===== config.mk =====
export PLATFORM = sky130hd
export DESIGN_NAME = pwmf_encoder
export DESIGN_NICKNAME = d
export VERILOG_FILES = /design/src/rtl/pwmf_pkg.sv /design/src/rtl/pwmf_tick.sv /design/src/rtl/pwmf_seq.sv /design/src/rtl/pwmf_shape.sv /design/src/rtl/pwmf_encoder.sv
export SDC_FILE = /design/constraint.sdc
export NUM_CORES = 1
export LEC_CHECK = 0
export ABC_AREA = 1
export BUFFER_PORTS_ARGS = -buffer_cell sky130_fd_sc_hd__buf_4
export CORE_MARGIN = 4
export CORE_UTILIZATION = 45
export CTS_CLUSTER_SIZE = 24
export DETAILED_ROUTE_END_ITERATION = 6
export GPL_TIMING_DRIVEN = 1
export PLACE_DENSITY = 0.68
export SLEW_MARGIN = 10
export SYNTH_ARGS = -nofsm -noshare
export SYNTH_HDL_FRONTEND = slang
export SYNTH_SLANG_ARGS = --single-unit
export TNS_END_PERCENT = 20

===== constraint.sdc =====
create_clock -name clk -period 4.4 [get_ports clk]
set_input_delay 0.88 -clock clk [delete_from_list [all_inputs] [get_ports clk]]
set_output_delay 0.88 -clock clk [all_outputs]
set_load 0.02 [all_outputs]

===== src/rtl/pwmf_pkg.sv =====
package pwmf_pkg;
  // Frame sections in transmit order.
  typedef enum logic [1:0] {
    SEC_HEAD = 2'd0,
    SEC_FLAG = 2'd1,
    SEC_DATA = 2'd2,
    SEC_TAIL = 2'd3
  } sec_e;
endpackage


===== src/rtl/pwmf_tick.sv =====
module pwmf_tick #(
  parameter int DIV = 111
) (
  input  logic clk,
  input  logic rst,
  input  logic run,
  output logic tick
);
  localparam int CW = (DIV > 1) ? $clog2(DIV) : 1;

  logic [CW-1:0] cnt_q;

  assign tick = run && (cnt_q == CW'(DIV - 1));

  always_ff @(posedge clk) begin
    if (rst || !run)  cnt_q <= '0;
    else if (tick)    cnt_q <= '0;
    else              cnt_q <= cnt_q + 1'b1;
  end
endmodule


===== src/rtl/pwmf_seq.sv =====
module pwmf_seq #(
  parameter int FRAME = 4119,
  parameter int POS_W = 13
) (
  input  logic             clk,
  input  logic             rst,
  input  logic             run,
  input  logic             tick,
  output logic [POS_W-1:0] nxt_pos,
  output logic             wrap
);
  logic [POS_W-1:0] pos_q;

  assign nxt_pos = (pos_q == POS_W'(FRAME - 1)) ? '0 : pos_q + 1'b1;
  assign wrap    = (nxt_pos == '0);

  // Parked on the last slot so the first tick after enable opens a frame.
  always_ff @(posedge clk) begin
    if (rst || !run) pos_q <= POS_W'(FRAME - 1);
    else if (tick)   pos_q <= nxt_pos;
  end
endmodule


===== src/rtl/pwmf_shape.sv =====
module pwmf_shape
  import pwmf_pkg::*;
#(
  parameter int POS_W    = 13,
  parameter int ANG_W    = 12,
  parameter int HEAD_LEN = 12,
  parameter int FLAG_LEN = 4,
  parameter int DATA_LEN = 4095
) (
  input  logic [POS_W-1:0] pos,
  input  logic [ANG_W-1:0] ang,
  input  logic             flt,
  output logic             level
);
  localparam int DATA_LO = HEAD_LEN + FLAG_LEN;
  localparam int TAIL_LO = DATA_LO + DATA_LEN;

  sec_e             sec;
  logic [POS_W-1:0] off;

  always_comb begin
    if (pos < POS_W'(HEAD_LEN))     sec = SEC_HEAD;
    else if (pos < POS_W'(DATA_LO)) sec = SEC_FLAG;
    else if (pos < POS_W'(TAIL_LO)) sec = SEC_DATA;
    else                            sec = SEC_TAIL;
  end

  assign off = pos - POS_W'(DATA_LO);

  always_comb begin
    unique case (sec)
      SEC_HEAD: level = 1'b1;
      SEC_FLAG: level = !flt;
      SEC_DATA: level = !flt && (off <= POS_W'(ang));
      default:  level = 1'b0;
    endcase
  end
endmodule


===== src/rtl/pwmf_encoder.sv =====
module pwmf_encoder #(
  parameter int CLK_DIV  = 111,
  parameter int ANG_W    = 12,
  parameter int HEAD_LEN = 12,
  parameter int FLAG_LEN = 4,
  parameter int TAIL_LEN = 8
) (
  input  logic             clk,
  input  logic             rst,
  input  logic             en_i,
  input  logic [ANG_W-1:0] angle_i,
  input  logic             fault_i,
  output logic             pwm_o
);
  localparam int DATA_LEN = (1 << ANG_W) - 1;
  localparam int FRAME    = HEAD_LEN + FLAG_LEN + DATA_LEN + TAIL_LEN;
  localparam int POS_W    = $clog2(FRAME);

  logic             tick, wrap, level;
  logic [POS_W-1:0] nxt_pos;
  logic [ANG_W-1:0] ang_q, ang_use;
  logic             flt_q, flt_use;
  logic             out_q;

  pwmf_tick #(.DIV(CLK_DIV)) u_tick (
    .clk(clk), .rst(rst), .run(en_i), .tick(tick)
  );

  pwmf_seq #(.FRAME(FRAME), .POS_W(POS_W)) u_seq (
    .clk(clk), .rst(rst), .run(en_i), .tick(tick),
    .nxt_pos(nxt_pos), .wrap(wrap)
  );

  // The opening slot uses the live inputs; the rest of the frame uses the held copy.
  assign ang_use = wrap ? angle_i : ang_q;
  assign flt_use = wrap ? fault_i : flt_q;

  pwmf_shape #(
    .POS_W(POS_W), .ANG_W(ANG_W), .HEAD_LEN(HEAD_LEN),
    .FLAG_LEN(FLAG_LEN), .DATA_LEN(DATA_LEN)
  ) u_shape (
    .pos(nxt_pos), .ang(ang_use), .flt(flt_use), .level(level)
  );

  always_ff @(posedge clk) begin
    if (rst) begin
      ang_q <= '0;
      flt_q <= 1'b0;
    end else if (tick && wrap) begin
      ang_q <= angle_i;
      flt_q <= fault_i;
    end
  end

  always_ff @(posedge clk) begin
    if (rst || !en_i) out_q <= 1'b0;
    else if (tick)    out_q <= level;
  end

  assign pwm_o = out_q;
endmodule


==> flow_summary_export.csv, run 1 <==
group,metric,value,unit
flow_run,max_cap_viol_count,0,
placed_design,numPortBuffers,16,
yosys,synth-seq-cells,34,
cts,numCtsBuffers,5,
power_and_ir_drop,combinationalPowerShare,6.4,%
cells_and_area,drive_gt1_share,11.2,%
cts,clock-sinks,34,
worst_setup_path,critPathLaunch,"u_seq.pos_q[0]",
yosys,synth-xor-area-share,2.19,%
sta,tns,0,ns
worst_hold_path,worstHoldStart,"ang_q[7]",
sta,max_clock_freq,0.280,GHz
worst_setup_path,crit_fanout,19,
cts,post-cts-setup-buffer-count,0,
worst_setup_path,cp.arrival,3.77,ns
placed_design,post_dp_cell_area,2570,µm²
power_and_ir_drop,clkPwrFrac,44.5,%
power_and_ir_drop,swShare,22.8,%
yosys,synth_top_area_cell,"dfxtp_1",
cts,clk_latency,0.29,ns
cts,cts_tree,"done",
global_routing,grt_usage,18.4,%
drt,drt_drc_violations_left,0,
die,ios,17,
power_and_ir_drop,ir_worst_vdd,0.000141,V
drt,vias_per_cell,5.13,
drt,routed_wl,5460,µm
yosys,syn_nets,398,
placed_design,place_congestion,0.918,
die,fp.coreArea,5140,µm²
power_and_ir_drop,seq_power_share,49.2,%
yosys,synth_top_area_share,28.4,%
worst_setup_path,crit_type,"flip-flop to flip-flop",
sta,slew_violations,0,
global_routing,grt_overflow,0,
yosys,postSynthAreaPerCell,6.58,µm²
cells_and_area,layout_common_cells,"nand2_1, inv_1, nor2_1",
worst_setup_path,worstPathRequired,4.60,ns
cells_and_area,antenna_cells,0,
yosys,yosys_warnings,0,
worst_hold_path,hold_class,"flip-flop to flip-flop",
drt,wl_per_cell,12.1,µm
global_routing,antenna_found_initial,0,
placed_design,pre_cts_ws,0.872,ns
yosys,synth_area_leaders,"dfxtp_1, nand2_1, ha_1",
sta,skew,0.00331,ns
sta,tightest_slew,0.659,ns
worst_setup_path,reg2reg_depth,30,
yosys,synth-compound-area-share,14.1,%
yosys,synthMuxAreaShare,0,%
cts,clockBufferDepth,2,
worst_setup_path,reg2reg_from,"u_seq.pos_q[0]",
yosys,synthAdderAreaFrac,9.40,%
worst_setup_path,worst_path_most_repeated_cell,"nand2_1",
die,rows,26,
cts,cts_hold_buf,0,
placed_design,dp_hpwl,4290,µm
sta,post-route-period-util,81.1,%
worst_setup_path,start_kind,"flip-flop",
worst_setup_path,endpoint_kind,"flip-flop",
sta,hold_viol,0,
status,outcome,"complete, no violations",
sta,timing.slew.headroom,55.7,%
cells_and_area,design_area,2690,µm²
cts,clock-root-buffer,"clkbuf_8",
cells_and_area,final_common_cell,"nand2_1",
worst_setup_path,cpPeakStageDelay,0.34,ns
worst_setup_path,crit_slowest_cell,"dfxtp_1",
worst_hold_path,holdPathStages,2,
power_and_ir_drop,power.internal,0.000486,W
power_and_ir_drop,p_switching,0.000144,W
global_routing,grt_pass1_wl,9450,µm
drt,vias,2326,
yosys,seq_area_frac_synth,28.4,%
global_routing,grt_pass1_vias,2205,
cts,h-tree-depth,2,
yosys,ys_types,36,
drt,ant_nets,0,
yosys,synth_top_family_by_area,"simple AND/OR/NAND/NOR gates",
yosys,yosys.area_share.simple,35.5,%
sta,period_minus_slack,3.57,ns
die,initial_utilization,46.6,%
global_routing,grt_max_degree,20,
die,die_w,81.0,µm
sta,setup_violations,0,
yosys,synthCells,364,
die,die_y,81.0,µm
cells_and_area,num-fill-cells,567,
sta,holdWs,0.454,ns
sta,setup_slack,0.830,ns
power_and_ir_drop,p_per_area,234,nW/µm²
cells_and_area,final_nets,416,
cts,clkSlewWorstSetupHoldPaths,0.07,ns
drt,drtIter0Drc,104,
power_and_ir_drop,p_leak,1.37,nW
yosys,netlist_area,2390,µm²
drt,drtPass1Iterations,4,
die,fp.dieArea,6550,µm²
sta,rsz0062_at_grt,"no",
cells_and_area,synthToLayoutAreaGrowth,12.1,%
cts,post_cts_resized,0,
==> stage by stage <==
stage	std cells	util (%)	power (W)
after floorplan	364	-	0.000339
after global placement	445	50.1	0.000356
after detailed placement	445	50.1	0.000357
after CTS	453	52.2	0.000634
after global routing	453	52.2	0.000656
final	453	52.2	0.000629
==> critical path, delay by kind of cell (launching register included) <==
kind / cells / cell delay [ns]
buf+inv: 5 / 0.60
compound gates: 1 / 0.11
simple gates: 21 / 1.70
fa+ha+maj: 3 / 0.73
flops: 1 / 0.34
==> cell usage after synthesis <==
| cell type | n |
|---|---|
| nor4_1 | 2 |
| buf_6 | 1 |
| nand2_2 | 5 |
| dfxtp_1 | 34 |
| xnor2_1 | 3 |
| o21a_1 | 1 |
| nand3_2 | 2 |
| a211oi_2 | 1 |
| buf_2 | 1 |
| nor3_1 | 3 |
| xor2_1 | 3 |
| a21oi_1 | 20 |
| nand3_1 | 24 |
| nand3b_2 | 1 |
| inv_1 | 56 |
| o21ai_0 | 28 |
| nor2_2 | 1 |
| o21bai_1 | 1 |
| and3_1 | 2 |
| nor3b_1 | 2 |
| clkbuf_1 | 2 |
| nand2_4 | 2 |
| o22ai_1 | 8 |
| nand2_1 | 80 |
| o21ai_1 | 1 |
| buf_1 | 1 |
| nor2_1 | 43 |
| nor2_8 | 1 |
| nand3_4 | 1 |
| or2_2 | 1 |
| inv_2 | 1 |
| nand4_1 | 7 |
| ha_1 | 18 |
| clkinv_1 | 2 |
| a22oi_1 | 2 |
| nor2_4 | 3 |
==> flip-flops by register name (all words and copies together), names as in the netlist <==
name	cells
pwm_o	1
u_seq.pos_q	13
flt_q	1
u_tick.cnt_q	7
ang_q	12
==> power by group through the flow <==
stage               Combinational [W]  Clock, W  Sequential (W)
floorplan                   0.0000230         0        0.000316
global placement            0.0000395         0        0.000316
detailed placement          0.0000403         0        0.000316
CTS                         0.0000405  0.000284        0.000309
global route                0.0000460  0.000301        0.000309
finish                      0.0000402  0.000280        0.000309
==> path summary, 6_finish.rpt <==
check / end / slack (ns)
setup / recovery: pwm_o / 0.83
setup reg to reg: pwm_o / 0.83
hold / removal: ang_q[7] / 0.45
hold reg to reg: ang_q[7] / 0.45
==> routing by layer <==
layer / track usage (%) / vias to the layer above / part of all wire (%)
met5: 0 / - / 0
met4: 6.93 / 0 / 1.4
met3: 3.55 / 8 / 4.3
met2: 31.0 / 56 / 47
met1: 23.1 / 1043 / 47
li1: - / 1219 / -
==> cells by family after synthesis <==
group | count (synthesis)
AND/OR/NAND/NOR | 180
buffers and inverters | 64
XOR/XNOR | 6
flip-flops | 34
AO/OA/AOI/OAI | 62
adder cells (fa/ha/maj) | 18
==> final cells by class <==
cell class | instances | area [µm²] | area share, %
clock buffer | 8 | 110 | 4.10
inverter | 59 | 221 | 8.25
multi-input combinational | 266 | 1470 | 54.6
sequential | 34 | 681 | 25.3
tap | 70 | 87.6 | 3.26
timing repair buffer | 16 | 120 | 4.47
No activity file was read; power rests on OpenSTA's default activity.
==> inputs of run 2 (changes only) <==
clock period = 3.53 ns   (was 4.4 ns; I/O delays follow)
==> flow_summary_export.csv, run 2 (synthesis gave the netlist of run 1 again) <==
group,metric,value,unit
status,outcome,"complete, no violations",
cells_and_area,num-fill-cells,533,
drt,drtIter0Drc,120,
worst_setup_path,cp.arrival,3.40,ns
global_routing,grt_use_met1,23.4,%
power_and_ir_drop,ir_worst_vdd,0.000221,V
cts,cts_tree,"done",
sta,post-route-period-util,90.9,%
cts,clkSlewWorstSetupHoldPaths,0.07,ns
cells_and_area,top_register,"u_seq.pos_q",
worst_setup_path,start_kind,"flip-flop",
sta,period_minus_slack,3.21,ns
sta,slew_violations,0,
cells_and_area,largest_reg_flops,13,
cells_and_area,antenna_cells,0,
worst_setup_path,endpoint_kind,"flip-flop",
drt,wl_per_cell,11.8,µm
sta,timing.slew.headroom,63.7,%
worst_setup_path,crit_slowest_cell,"dfxtp_2",
worst_setup_path,reg2reg_from,"u_seq.pos_q[0]",
sta,skew,0.00477,ns
placed_design,dp_cells,447,
power_and_ir_drop,p_per_area,281,nW/µm²
sta,tightest_slew,0.541,ns
worst_hold_path,hold_class,"flip-flop to flip-flop",
cells_and_area,synthToLayoutAreaGrowth,15.6,%
cts,clock-root-buffer,"clkbuf_8",
global_routing,antenna_found_initial,0,
worst_setup_path,worst_path_most_repeated_cell,"nand2_1",
cts,clockBufferDepth,2,
placed_design,pre_cts_ws,0.0256,ns
worst_hold_path,holdPathStages,2,
worst_setup_path,reg2reg_depth,28,
drt,ant_nets,0,
flow_run,max_cap_viol_count,0,
cts,clock-sinks,34,
cells_and_area,finish.utilization,53.8,%
power_and_ir_drop,p_leak,1.42,nW
cts,numCtsBuffers,5,
die,initial_utilization,46.6,%
cells_and_area,top_regs,"u_seq.pos_q: 13 flops, ang_q: 12 flops, u_tick.cnt_q: 7 flops",
drt,drtPass1Iterations,6,
worst_setup_path,crit_fanout,10,
global_routing,grt_pass1_wl,9320,µm
sta,setup_violations,0,
die,ios,17,
placed_design,dp_hpwl,4150,µm
cells_and_area,layout_common_cells,"nand2_1, inv_1, nor2_1",
die,die_w,81.0,µm
die,fp.coreArea,5140,µm²
cts,h-tree-depth,2,
global_routing,met2_usage,30.0,%
drt,drt_drc_violations_left,0,
global_routing,grt_usage,17.9,%
cells_and_area,final-instance-count-excl-fill,461,
worst_setup_path,worst-r2r-setup-slack,0.32,ns
drt,vias_per_cell,5.02,
sta,hold_viol,0,
cells_and_area,design_area,2770,µm²
die,die_y,81.0,µm
drt,vias,2314,
cells_and_area,drive_gt1_share,15.6,%
placed_design,post_dp_cell_area,2590,µm²
worst_setup_path,r2r-end,"pwm_o",
cells_and_area,final_common_cell,"nand2_1",
worst_setup_path,crit_type,"flip-flop to flip-flop",
sta,max_clock_freq,0.311,GHz
worst_setup_path,cpPeakStageDelay,0.34,ns
global_routing,grt_pass1_vias,2106,
placed_design,place_congestion,0.878,
worst_hold_path,worstHoldStart,"ang_q[8]",
global_routing,grt_overflow,0,
worst_setup_path,worstPathRequired,3.72,ns
drt,routed_wl,5440,µm
power_and_ir_drop,p_total,0.000778,W
die,fp.dieArea,6550,µm²
placed_design,numPortBuffers,16,
global_routing,grt_max_degree,18,
global_routing,top_usage_layer,"met2",
sta,setup_slack,0.320,ns
worst_hold_path,hold_path_end,"ang_q[8]",
die,rows,26,
global_routing,met3_usage,3.44,%
cells_and_area,final_nets,424,
cts,clk_latency,0.29,ns
run 2: cell types whose count changed in the layout (fill, tap and decap cells not counted), sizes merged:
| cell | delta |
|---|---|
| buf | +7 |
| nand3 | +1 |
run 2: worst max path at each step:
stage,slack [ns],endpoint,depth (start not counted),startpoint
2_1_floorplan,0.44,pwm_o,31,u_seq.pos_q[0]
3_3_place_gp,0.05,pwm_o,30,u_seq.pos_q[0]
3_5_place_dp,0.03,pwm_o,30,u_seq.pos_q[0]
4_1_cts,0.05,pwm_o,30,u_seq.pos_q[0]
5_1_grt,-0.009,pwm_o,28,u_seq.pos_q[0]
6_report,0.32,pwm_o,28,u_seq.pos_q[0]
run 2: power by group:
group | leakage [nW] | switching [W] | internal (W) | total (W)
clock | 0.0575 | 0.000145 | 0.000197 | 0.000342
combinational | 1.09 | 0.0000268 | 0.0000238 | 0.0000506
sequential | 0.274 | 0.000000958 | 0.000384 | 0.000385
total | 1.42 | 0.000173 | 0.000605 | 0.000778
run 2: stage by stage:
stage,TNS [ns],hold slack [ns]
after floorplan,0,0.429
after global placement,0,0.443
after detailed placement,0,0.447
after CTS,0,0.457
after global routing,-0.00901,0.474
final,0,0.452
run 2: final cells by class:
| type | count | area, µm² | area share (%) |
|---|---|---|---|
| well taps | 70 | 87.6 | 3.16 |
| repair buffers | 23 | 173 | 6.24 |
| clock buffers | 8 | 110 | 3.98 |
| multi-input cells | 267 | 1490 | 53.8 |
| flip-flops and latches | 34 | 683 | 24.7 |
| inverters | 59 | 224 | 8.09 |
run 2: critical path: cells and delay by family (launching register included):
kind,cells,cell delay [ns]
AND/OR/NAND/NOR,18,1.39
AO/OA/AOI/OAI,2,0.26
adder cells (fa/ha/maj),3,0.68
flip-flops,1,0.34
buffers and inverters,5,0.44
run 2: what timing repair did:
item / CTS / global route
pin swaps: 0 / 2
setup endpoints to repair: 1 / 1
setup buffers: 0 / 5
resized for setup: 1 / 12
gates cloned: 0 / 1
hold buffers: 0 / 0
hold endpoints to repair: 0 / 0
run 2: per-layer routing:
layer	part of all wire (%)	wire length, µm
met5	0	0
met2	48	2610
met1	46	2530
met4	0.83	45
met3	4.7	257
